## src/rtl/phy_cr_pkg.sv

```systemverilog
package phy_cr_pkg;

    localparam int DATA_W  = 16;
    localparam int CTL_W   = 20;
    localparam int STAT_W  = 19;
    localparam int ACK_POS = 18;

    typedef enum logic [1:0] {
        OP_ADDR  = 2'd0,
        OP_WRITE = 2'd1,
        OP_READ  = 2'd2,
        OP_RSVD  = 2'd3
    } op_e;

    typedef enum logic [1:0] {
        PH_IDLE,
        PH_RAISE,
        PH_DROP
    } phase_e;

    typedef enum logic [1:0] {
        ST_CAPA,
        ST_CAPD,
        ST_COMMIT,
        ST_FETCH
    } step_e;

    typedef struct packed {
        step_e             step;
        logic [DATA_W-1:0] data;
    } xact_t;

    // Control word while a step's strobe is raised
    function automatic logic [CTL_W-1:0] raise_word(step_e s, logic [DATA_W-1:0] d);
        case (s)
            ST_CAPA:   return {4'b0001, d};
            ST_CAPD:   return {4'b0010, d};
            ST_COMMIT: return {4'b0100, d};
            default:   return {4'b1000, {DATA_W{1'b0}}};
        endcase
    endfunction

    // Control word once a step's strobe is released
    function automatic logic [CTL_W-1:0] drop_word(step_e s, logic [DATA_W-1:0] d);
        case (s)
            ST_CAPA, ST_CAPD: return {4'b0000, d};
            default:          return '0;
        endcase
    endfunction

    function automatic step_e first_step(op_e op);
        case (op)
            OP_ADDR:  return ST_CAPA;
            OP_WRITE: return ST_CAPD;
            default:  return ST_FETCH;
        endcase
    endfunction

endpackage

```

## src/rtl/cr_poll_pacer.sv

```systemverilog
module cr_poll_pacer #(
    parameter int PRE_W = 8
) (
    input  logic             clk,
    input  logic             rst,
    input  logic             restart,
    input  logic [PRE_W-1:0] div,
    output logic             tick
);
    logic [PRE_W-1:0] cnt;

    assign tick = (cnt >= div);

    always_ff @(posedge clk) begin
        if (rst || restart)
            cnt <= '0;
        else if (tick)
            cnt <= '0;
        else
            cnt <= cnt + 1'b1;
    end


    property pace_bound_p;
        @(posedge clk) disable iff (rst) (!tick && !restart && $stable(div)) |=> (cnt != '0);
    endproperty
    pace_bound_chk: assert property (pace_bound_p);

endmodule

```

## src/rtl/cr_retry_guard.sv

```systemverilog
module cr_retry_guard #(
    parameter int MAX_RETRY = 100,
    localparam int CNT_W    = $clog2(MAX_RETRY + 1)
) (
    input  logic clk,
    input  logic rst,
    input  logic restart,
    input  logic tick,
    input  logic ack_ok,
    output logic expired
);
    logic [CNT_W-1:0] miss_cnt;
    logic             at_limit;

    assign at_limit = (miss_cnt == CNT_W'(MAX_RETRY));
    assign expired  = tick && !ack_ok && at_limit;

    always_ff @(posedge clk) begin
        if (rst || restart)
            miss_cnt <= '0;
        else if (tick && !ack_ok && !at_limit)
            miss_cnt <= miss_cnt + 1'b1;
    end


    property miss_bound_p;
        @(posedge clk) disable iff (rst) miss_cnt <= CNT_W'(MAX_RETRY);
    endproperty
    miss_bound_chk: assert property (miss_bound_p);

endmodule

```

## src/rtl/cr_step_fsm.sv

```systemverilog
module cr_step_fsm
    import phy_cr_pkg::*;
(
    input  logic              clk,
    input  logic              rst,
    input  logic              cmd_start,
    input  logic [1:0]        cmd_op,
    input  logic [DATA_W-1:0] cmd_wdata,
    input  logic              ack,
    input  logic [DATA_W-1:0] stat_data,
    input  logic              tick,
    input  logic              expired,
    output logic              busy,
    output logic              restart,
    output logic              ack_ok,
    output logic              done,
    output logic              error,
    output logic [DATA_W-1:0] rdata,
    output logic [CTL_W-1:0]  ctl
);
    phase_e phase;
    xact_t  cur;
    op_e    op_in;
    logic   op_valid;
    logic   advance;

    assign op_in    = op_e'(cmd_op);
    assign op_valid = (op_in != OP_RSVD);
    assign busy     = (phase != PH_IDLE);
    assign ack_ok   = (phase == PH_RAISE) ? ack : !ack;
    assign advance  = busy && tick && ack_ok;
    assign restart  = (!busy && cmd_start && op_valid) || advance;

    always_ff @(posedge clk) begin
        if (rst) begin
            phase <= PH_IDLE;
            cur   <= '{step: ST_CAPA, data: '0};
            ctl   <= '0;
            done  <= 1'b0;
            error <= 1'b0;
            rdata <= '0;
        end else begin
            done <= 1'b0;
            case (phase)
                PH_IDLE: begin
                    if (cmd_start && op_valid) begin
                        phase    <= PH_RAISE;
                        cur.step <= first_step(op_in);
                        cur.data <= cmd_wdata;
                        ctl      <= raise_word(first_step(op_in), cmd_wdata);
                        error    <= 1'b0;
                        rdata    <= '0;
                    end
                end
                PH_RAISE: begin
                    if (advance) begin
                        if (cur.step == ST_FETCH)
                            rdata <= stat_data;
                        ctl   <= drop_word(cur.step, cur.data);
                        phase <= PH_DROP;
                    end else if (expired) begin
                        ctl   <= '0;
                        error <= 1'b1;
                        done  <= 1'b1;
                        phase <= PH_IDLE;
                    end
                end
                PH_DROP: begin
                    if (advance) begin
                        if (cur.step == ST_CAPD) begin
                            cur.step <= ST_COMMIT;
                            ctl      <= raise_word(ST_COMMIT, cur.data);
                            phase    <= PH_RAISE;
                        end else begin
                            done  <= 1'b1;
                            phase <= PH_IDLE;
                        end
                    end else if (expired) begin
                        ctl   <= '0;
                        error <= 1'b1;
                        done  <= 1'b1;
                        phase <= PH_IDLE;
                    end
                end
                default: phase <= PH_IDLE;
            endcase
        end
    end


    strobe_onehot_chk: assert property (@(posedge clk) disable iff (rst)
        $onehot0(ctl[CTL_W-1:DATA_W]));


    done_pulse_chk: assert property (@(posedge clk) disable iff (rst)
        done |=> !done);


    done_idle_chk: assert property (@(posedge clk) disable iff (rst)
        done |-> !busy);


    error_with_done_chk: assert property (@(posedge clk) disable iff (rst)
        $rose(error) |-> done);


    abort_clear_chk: assert property (@(posedge clk) disable iff (rst)
        error |-> (ctl == '0));


    drop_no_strobe_chk: assert property (@(posedge clk) disable iff (rst)
        (phase == PH_DROP) |-> (ctl[CTL_W-1:DATA_W] == '0));


    busy_start_ignored_chk: assert property (@(posedge clk) disable iff (rst)
        (busy && cmd_start && !tick) |=> $stable(ctl));

endmodule

```

## src/rtl/phy_cr_master.sv

```systemverilog
module phy_cr_master
    import phy_cr_pkg::*;
#(
    parameter int PRE_W     = 8,
    parameter int MAX_RETRY = 100
) (
    input  logic              clk,
    input  logic              rst,
    input  logic              cmd_start,
    input  logic [1:0]        cmd_op,
    input  logic [15:0]       cmd_wdata,
    input  logic [PRE_W-1:0]  poll_div,
    output logic              busy,
    output logic              rsp_done,
    output logic              rsp_error,
    output logic [15:0]       rsp_rdata,
    output logic [19:0]       phy_ctl,
    input  logic [18:0]       phy_stat
);
    logic tick;
    logic restart;
    logic ack_ok;
    logic expired;
    logic unused_stat;

    assign unused_stat = ^phy_stat[ACK_POS-1:DATA_W];

    cr_poll_pacer #(.PRE_W(PRE_W)) u_pacer (
        .clk     (clk),
        .rst     (rst),
        .restart (restart),
        .div     (poll_div),
        .tick    (tick)
    );

    cr_retry_guard #(.MAX_RETRY(MAX_RETRY)) u_guard (
        .clk     (clk),
        .rst     (rst),
        .restart (restart),
        .tick    (tick),
        .ack_ok  (ack_ok),
        .expired (expired)
    );

    cr_step_fsm u_fsm (
        .clk       (clk),
        .rst       (rst),
        .cmd_start (cmd_start),
        .cmd_op    (cmd_op),
        .cmd_wdata (cmd_wdata),
        .ack       (phy_stat[ACK_POS]),
        .stat_data (phy_stat[DATA_W-1:0]),
        .tick      (tick),
        .expired   (expired),
        .busy      (busy),
        .restart   (restart),
        .ack_ok    (ack_ok),
        .done      (rsp_done),
        .error     (rsp_error),
        .rdata     (rsp_rdata),
        .ctl       (phy_ctl)
    );

endmodule

```

## config.mk

```make
export PLATFORM = sky130hd
export DESIGN_NAME = phy_cr_master
export DESIGN_NICKNAME = d
export VERILOG_FILES = /design/src/rtl/phy_cr_pkg.sv /design/src/rtl/cr_poll_pacer.sv /design/src/rtl/cr_retry_guard.sv /design/src/rtl/cr_step_fsm.sv /design/src/rtl/phy_cr_master.sv
export SDC_FILE = /design/constraint.sdc
export NUM_CORES = 1
export LEC_CHECK = 0
export ABC_CLOCK_PERIOD_IN_PS = 3100
export BUFFER_PORTS_ARGS = -buffer_cell sky130_fd_sc_hd__clkbuf_2
export CAP_MARGIN = 20
export CORE_MARGIN = 2
export CORE_UTILIZATION = 51
export CTS_CLUSTER_DIAMETER = 50
export DETAILED_ROUTE_END_ITERATION = 8
export GPL_ROUTABILITY_DRIVEN = 0
export HOLD_SLACK_MARGIN = 0.05
export PLACE_DENSITY = 0.78
export SLEW_MARGIN = 40
export SYNTH_ARGS = -nofsm -noshare
export SYNTH_HDL_FRONTEND = slang
export SYNTH_SLANG_ARGS = --single-unit
export TNS_END_PERCENT = 1
```

## constraint.sdc

```tcl
create_clock -name clk -period 3.1 [get_ports clk]
set_input_delay 0.62 -clock clk [delete_from_list [all_inputs] [get_ports clk]]
set_output_delay 0.62 -clock clk [all_outputs]
set_load 0.005 [all_outputs]
```

# --- Word level (Yosys, flattened, before mapping) ---
# Cells that the tools add are included.
op_classes:
  n_addsub: 2
  multipliers: 0
  div: 0
  n_lt_le_gt_ge: 1
  eq_ne: 17
  shifts: 0
  n_mux: 36
  bitwise_logic: 0
  reduce_logical: 31
ops:
  columns: ["cell", "n"]
  rows:
  - ["$pmux W20 S3", 2]
  - ["$mux W20", 5]
  - ["$mux W16", 4]
  - ["$pmux W16 S2", 1]
  - ["$mux W18", 1]
  - ["$mux W2", 9]
  - ["$reduce_and A4 Y1", 3]
  - ["$ne A2 B1 Y1 const B", 5]
  - ["$mux W1", 9]
  - ["$add A8 B1 Y8 const B", 1]
  - ["$eq A2 B1 Y1 const B", 4]
  - ["$ge A8 B8 Y1", 1]
  - ["$logic_and A1 B1 Y1", 8]
  - ["$logic_not A2 Y1", 4]
  - ["$pmux W2 S2", 2]
  - ["$reduce_bool A2 Y1", 4]
  - ["$add A7 B1 Y7 const B", 1]
  - ["$eq A7 B7 Y1 const B", 1]
  - ["$eq A2 B2 Y1 const B", 3]
  - ["$ne A2 B2 Y1 const B", 3]
  - ["$pmux W2 S3", 1]
  - ["$reduce_or A2 Y1", 3]
  - ["$logic_not A1 Y1", 4]
  - ["$pmux W1 S2", 2]
  - ["5 further kinds", 6]
word_totals:
  register_bits: 73
  latch_bits: 0
  mem_bits_rw: 0
  romBits: 0
  wordCells: 96
  mem_count: 0

# --- Depth between registers and ports, before layout ---
logic_depth:
  depth_word: 9
  ltp_mapped: 10
  ltp_nobuf: 8

# --- Cells and area by module ---
# A second synthesis with hierarchy kept.
hier_totals:
  cells_unflattened: 383
  hier_area_um2: 3417.0
by_module_without_submodules:
  columns: ["module", "n_inst", "cells_per_inst", "area_per_inst_um2"]
  rows:
  - ["cr_step_fsm", 1, 279, 2472.4]
  - ["cr_poll_pacer", 1, 59, 548.0]
  - ["cr_retry_guard", 1, 45, 396.6]

# --- Least setup slack after synthesis ---
# OpenSTA, ideal clock, no wires.
synth_path:
  path_kind: "input to register"
  from: "in poll_div[2]"
  to: "reg u_fsm.ctl[10]"
  setup_ps: 122
  arrival_ps: 2618
  t_required_ps: 2978
  path_slack_ps: 360
  path_stages: 10
  n_path_buf: 2
  cell_sequence: "inv_1 ha_1 o21ai_1 a211o_1 o21a_1 o31a_1 and3b_1 buf_2 buf_4 a221o_1"
synth_between:
  elab_chain_cells: 6
  word_cells_on_any_way: 11
  classes_between: "1 x order compare; 1 x eq/ne; 4 x mux; 5 x reduce/logical"
synth_rtl:
  columns: ["element", "line", "rtl"]
  rows:
  - ["start, declared", "phy_cr_master.sv:12", "input logic [PRE_W-1:0] poll_div,"]
  - ["$ge A8 B8 Y1 (*)", "cr_poll_pacer.sv:12", "assign tick = (cnt >= div);"]
  - ["$logic_and A1 B1 Y1 (2 in series)", "cr_retry_guard.sv:16", "assign expired = tick && !ack_ok && at_limit;"]
  - ["$mux W20", null, null]
  - ["$mux W20, on equally long branches", "cr_step_fsm.sv:69, cr_step_fsm.sv:56", null]
  - ["$pmux W20 S3", "cr_step_fsm.sv:44", "case (phase)"]
  - ["end signal, assigned", "cr_step_fsm.sv:50", "ctl <= raise_word(first_step(op_in), cmd_wdata);"]
  - ["end signal, assigned", "cr_step_fsm.sv:59", "ctl <= drop_word(cur.step, cur.data);"]
  - ["end signal, assigned", "cr_step_fsm.sv:72", "ctl <= raise_word(ST_COMMIT, cur.data);"]
  - ["end, declared", "cr_step_fsm.sv:19", "output logic [CTL_W-1:0] ctl"]
# Every way passes the cells marked *; elsewhere a longest branch is shown, timed or not.
# A chain may end at the register's enable or synchronous reset.

# --- Worst setup path after layout ---
layout_path:
  from: "reg u_fsm.phase[0]"
  to: "reg u_fsm.ctl[7]"
layout_between:
  elab_chain_cells: 8
  word_cells_on_any_way: 18
  classes_between: "4 x eq/ne; 5 x mux; 9 x reduce/logical"
layout_rtl:
  columns: ["element", "line", "rtl"]
  rows:
  - ["start, declared", "cr_step_fsm.sv:21", "phase_e phase;"]
  - ["start signal, assigned", "cr_step_fsm.sv:36", "phase <= PH_IDLE;"]
  - ["start signal, assigned", "cr_step_fsm.sv:47", "phase <= PH_RAISE;"]
  - ["start signal, assigned", "cr_step_fsm.sv:60", "phase <= PH_DROP;"]
  - ["$eq A2 B1 Y1", "cr_step_fsm.sv:30, cr_step_fsm.sv:44", null]
  - ["$mux W1", "cr_step_fsm.sv:30", "assign ack_ok = (phase == PH_RAISE) ? ack : !ack;"]
  - ["$logic_not A1 Y1", "cr_retry_guard.sv:16", null]
  - ["$logic_and A1 B1 Y1 (2 in series)", "cr_retry_guard.sv:16", null]
  - ["$mux W20", null, null]
  - ["$mux W20, on equally long branches", "cr_step_fsm.sv:69, cr_step_fsm.sv:56", null]
  - ["$pmux W20 S3", "cr_step_fsm.sv:44", null]
# Several ways; a longest one is shown, not always the timed one.

==> results.txt <==
CTS tree: built
CP Launch Type: register
Sequential element share of the synthesized area: 0.430
Ports: 87
Initial drt markers: 165
Chip width: 85.6 um
Worst relative slew slack: 0.472
Layout Area Growth over Synthesis: 21.6%
Clk pin slew, worst setup/hold paths: 0.08 ns
Final setup TNS: 0 ns
Seq cells post-synth: 73
DR DRC count: 0
Vias in the first global route: 3,139
Critical Path Fanout Max: 18
Max incr delay on CP: 0.37 ns
Post-layout util: 0.648
CP endpoint kind: register
Power per Cell Area: 474 mW/mm^2
Setup Crit Path Kind: register to register
Synth Flop Type: dfxtp_1
Die area: 0.00734 sq mm
DP Cell Count: 559
Root buf cell: clkbuf_8
Final hold violations: 0
Period utilization: 0.829
H-Tree Depth: 3
First-pass GRT wire length: 14,100 um
Vias/cell: 5.72
Post-CTS Hold Buffers: 0
Cell taking the most area after synthesis: dfxtp_1
HPWL after DPL: 5870 um
Max-slew violation count: 0
Final Cell Area: 0.00414 sq mm
Non-Filler Instances: 575
Leak: 1.71 nW
First-pass DRT Iterations: 4
Port Buffer Count: 84
Total track usage: 0.238
Setup bufs post-CTS: 0
Num CTS Buffers: 9
Core area: 0.00639 sq mm
Setup WS post-layout: 0.530 ns
Syn nets: 470
Drt total wl: 8470 um
Placement Cell Area: 0.00395 sq mm
Distinct cell type count after synthesis: 42
Unrepaired setup endpoints after global routing: no
Hold WC Path Type: register to register
Clock Latency Late Sink: 0.35 ns
Worst path cell trace: inv_1 -> ha_1 -> inv_1 -> a21oi_1 -> nor2_1 -> o31a_1 -> and3b_1 -> buf_4 -> a221o_1
Final worst clock skew: 0.00867 ns
Slew @ Worst Pin: 0.790 ns
Gate Count Post-Synth: 407
Clock tree buffer depth: 2
Top post-synthesis cells by area: dfxtp_1 (43%), a21oi_1 (6.9%), ha_1 (5.5%)
Routed length per placed instance: 14.7 um
Largest net degree at the start of global routing: 32
Antenna violations before repair: 0
Syn_area_per_cell: 8.35 sq um
Fmax: 389 MHz
CP required: 3.33 ns
CTS Sinks: 73
Grt total ovfl: 0
Slowest CP cell: ha_1
Number of gates resized after cts: 0
Chip Height: 85.6 um
Final min period: 2.57 ns
Most numerous cell on the critical path: inv_1
Pre-CTS setup slack: 0.273 ns
Max Cap Viol: 0
Final setup fails: 0
Status: complete, no violations
Initial Util: 0.532
# rows: 29
Crit path DAT: 2.80 ns
Post-synth EDFFs: 0
Worst vdd ir: 0.335 mV
Share of layout cells above drive strength 1: 0.243
Ys async rst share: 0
Antenna viol nets, final: 0
ANT cells: 0
Synth Cell Area: 0.00340 sq mm
Share of the synthesized area in the top cell type: 0.430
Fin nets: 556
Vias after detailed routing: 3,289
Syn. warnings: 0
-- cells in the mapped netlist, drive strengths merged (2+ instances only) --
master	number
nand2b	3
nand2	44
o21ai	22
dfxtp	73
nor4b	2
a221o	16
nand4	20
and2	2
o211ai	3
and3	5
ha	15
or3	2
nand3	12
o221ai	2
nor3	6
buf	4
nand3b	2
a22oi	15
o21a	2
a21oi	47
nor2	41
a22o	2
xor2	9
clkbuf	22
xnor2	6
inv	17
-- power by group --
part	leakage, nW	internal (mW)	switching [mW]
Combinational	1.03	0.109	0.175
Sequential	0.593	0.972	0.0234
Clock	0.0911	0.330	0.352
-- flip-flops by register name, indices dropped and copies added, names as in the netlist --
register          flops
u_fsm.done            1
u_pacer.cnt           8
u_fsm.rdata          16
u_fsm.phase           2
u_guard.miss_cnt      7
u_fsm.ctl            20
u_fsm.error           1
u_fsm.cur            18
-- routing by layer --
metal / part of all wire / global-route usage / vias up
met5: 0 / 0 / -
met4: 0.0076 / 0.0606 / 0
li1: - / - / 1643
met1: 0.45 / 0.310 / 1517
met2: 0.45 / 0.381 / 124
met3: 0.087 / 0.0808 / 5
-- critical path: cells and delay by family (launching register included) --
family / cells / cell delay [ns]
AOI/OAI and AO/OA: 3 / 0.90
adders and majority gates: 1 / 0.37
buffers and inverters: 3 / 0.44
DFF: 1 / 0.36
and+or+nand+nor: 2 / 0.38
-- final timing paths --
check / end / slack (ns) / cells after the start / startpoint
max: u_fsm.ctl[7] / 0.53 / 9 / u_fsm.phase[0]
max reg2reg: u_fsm.ctl[7] / 0.53 / 9 / u_fsm.phase[0]
min: u_fsm.cur[8] / 0.46 / 2 / u_fsm.cur[8]
min reg2reg: u_fsm.cur[8] / 0.46 / 2 / u_fsm.cur[8]
-- stage by stage --
stage                     power, mW  hold slack, ns
after floorplan                1.18           0.426
after global placement         1.29           0.442
after detailed placement       1.29           0.447
after CTS                      1.97           0.459
after global routing           2.06           0.475
final                          1.96           0.459
-- placed cells by master (no fill, tap or decap), types with 16 or more instances in the layout --
master	instances
dfxtp_1	73
clkbuf_2	84
a221o_1	16
nand2_1	44
nor2_1	41
a21oi_1	46
o21ai_0	20
buf_4	17
nand4_1	20
inv_1	16
-- final cells by class --
| type | instances | area [sq um] |
|---|---|---|
| sequential | 73 | 1460 |
| clock buffer | 11 | 151 |
| multi-input combinational | 291 | 1780 |
| tap | 77 | 96.3 |
| clock inverter | 5 | 30.0 |
| inverter | 17 | 63.8 |
| fill | 548 | 2250 |
| timing repair buffer | 101 | 548 |
-- logic make-up (layout without fill, tap and decap cells) --
logic type      count (synthesis)  after routing  share of synthesized area
buf+inv                        43            134                     0.0497
compound gates                118            118                      0.229
xor+xnor                       15             15                     0.0386
flops                          73             73                      0.430
fa+ha+maj                      15             15                     0.0552
simple gates                  143            143                      0.198
Power figures use the tool's default switching activity.
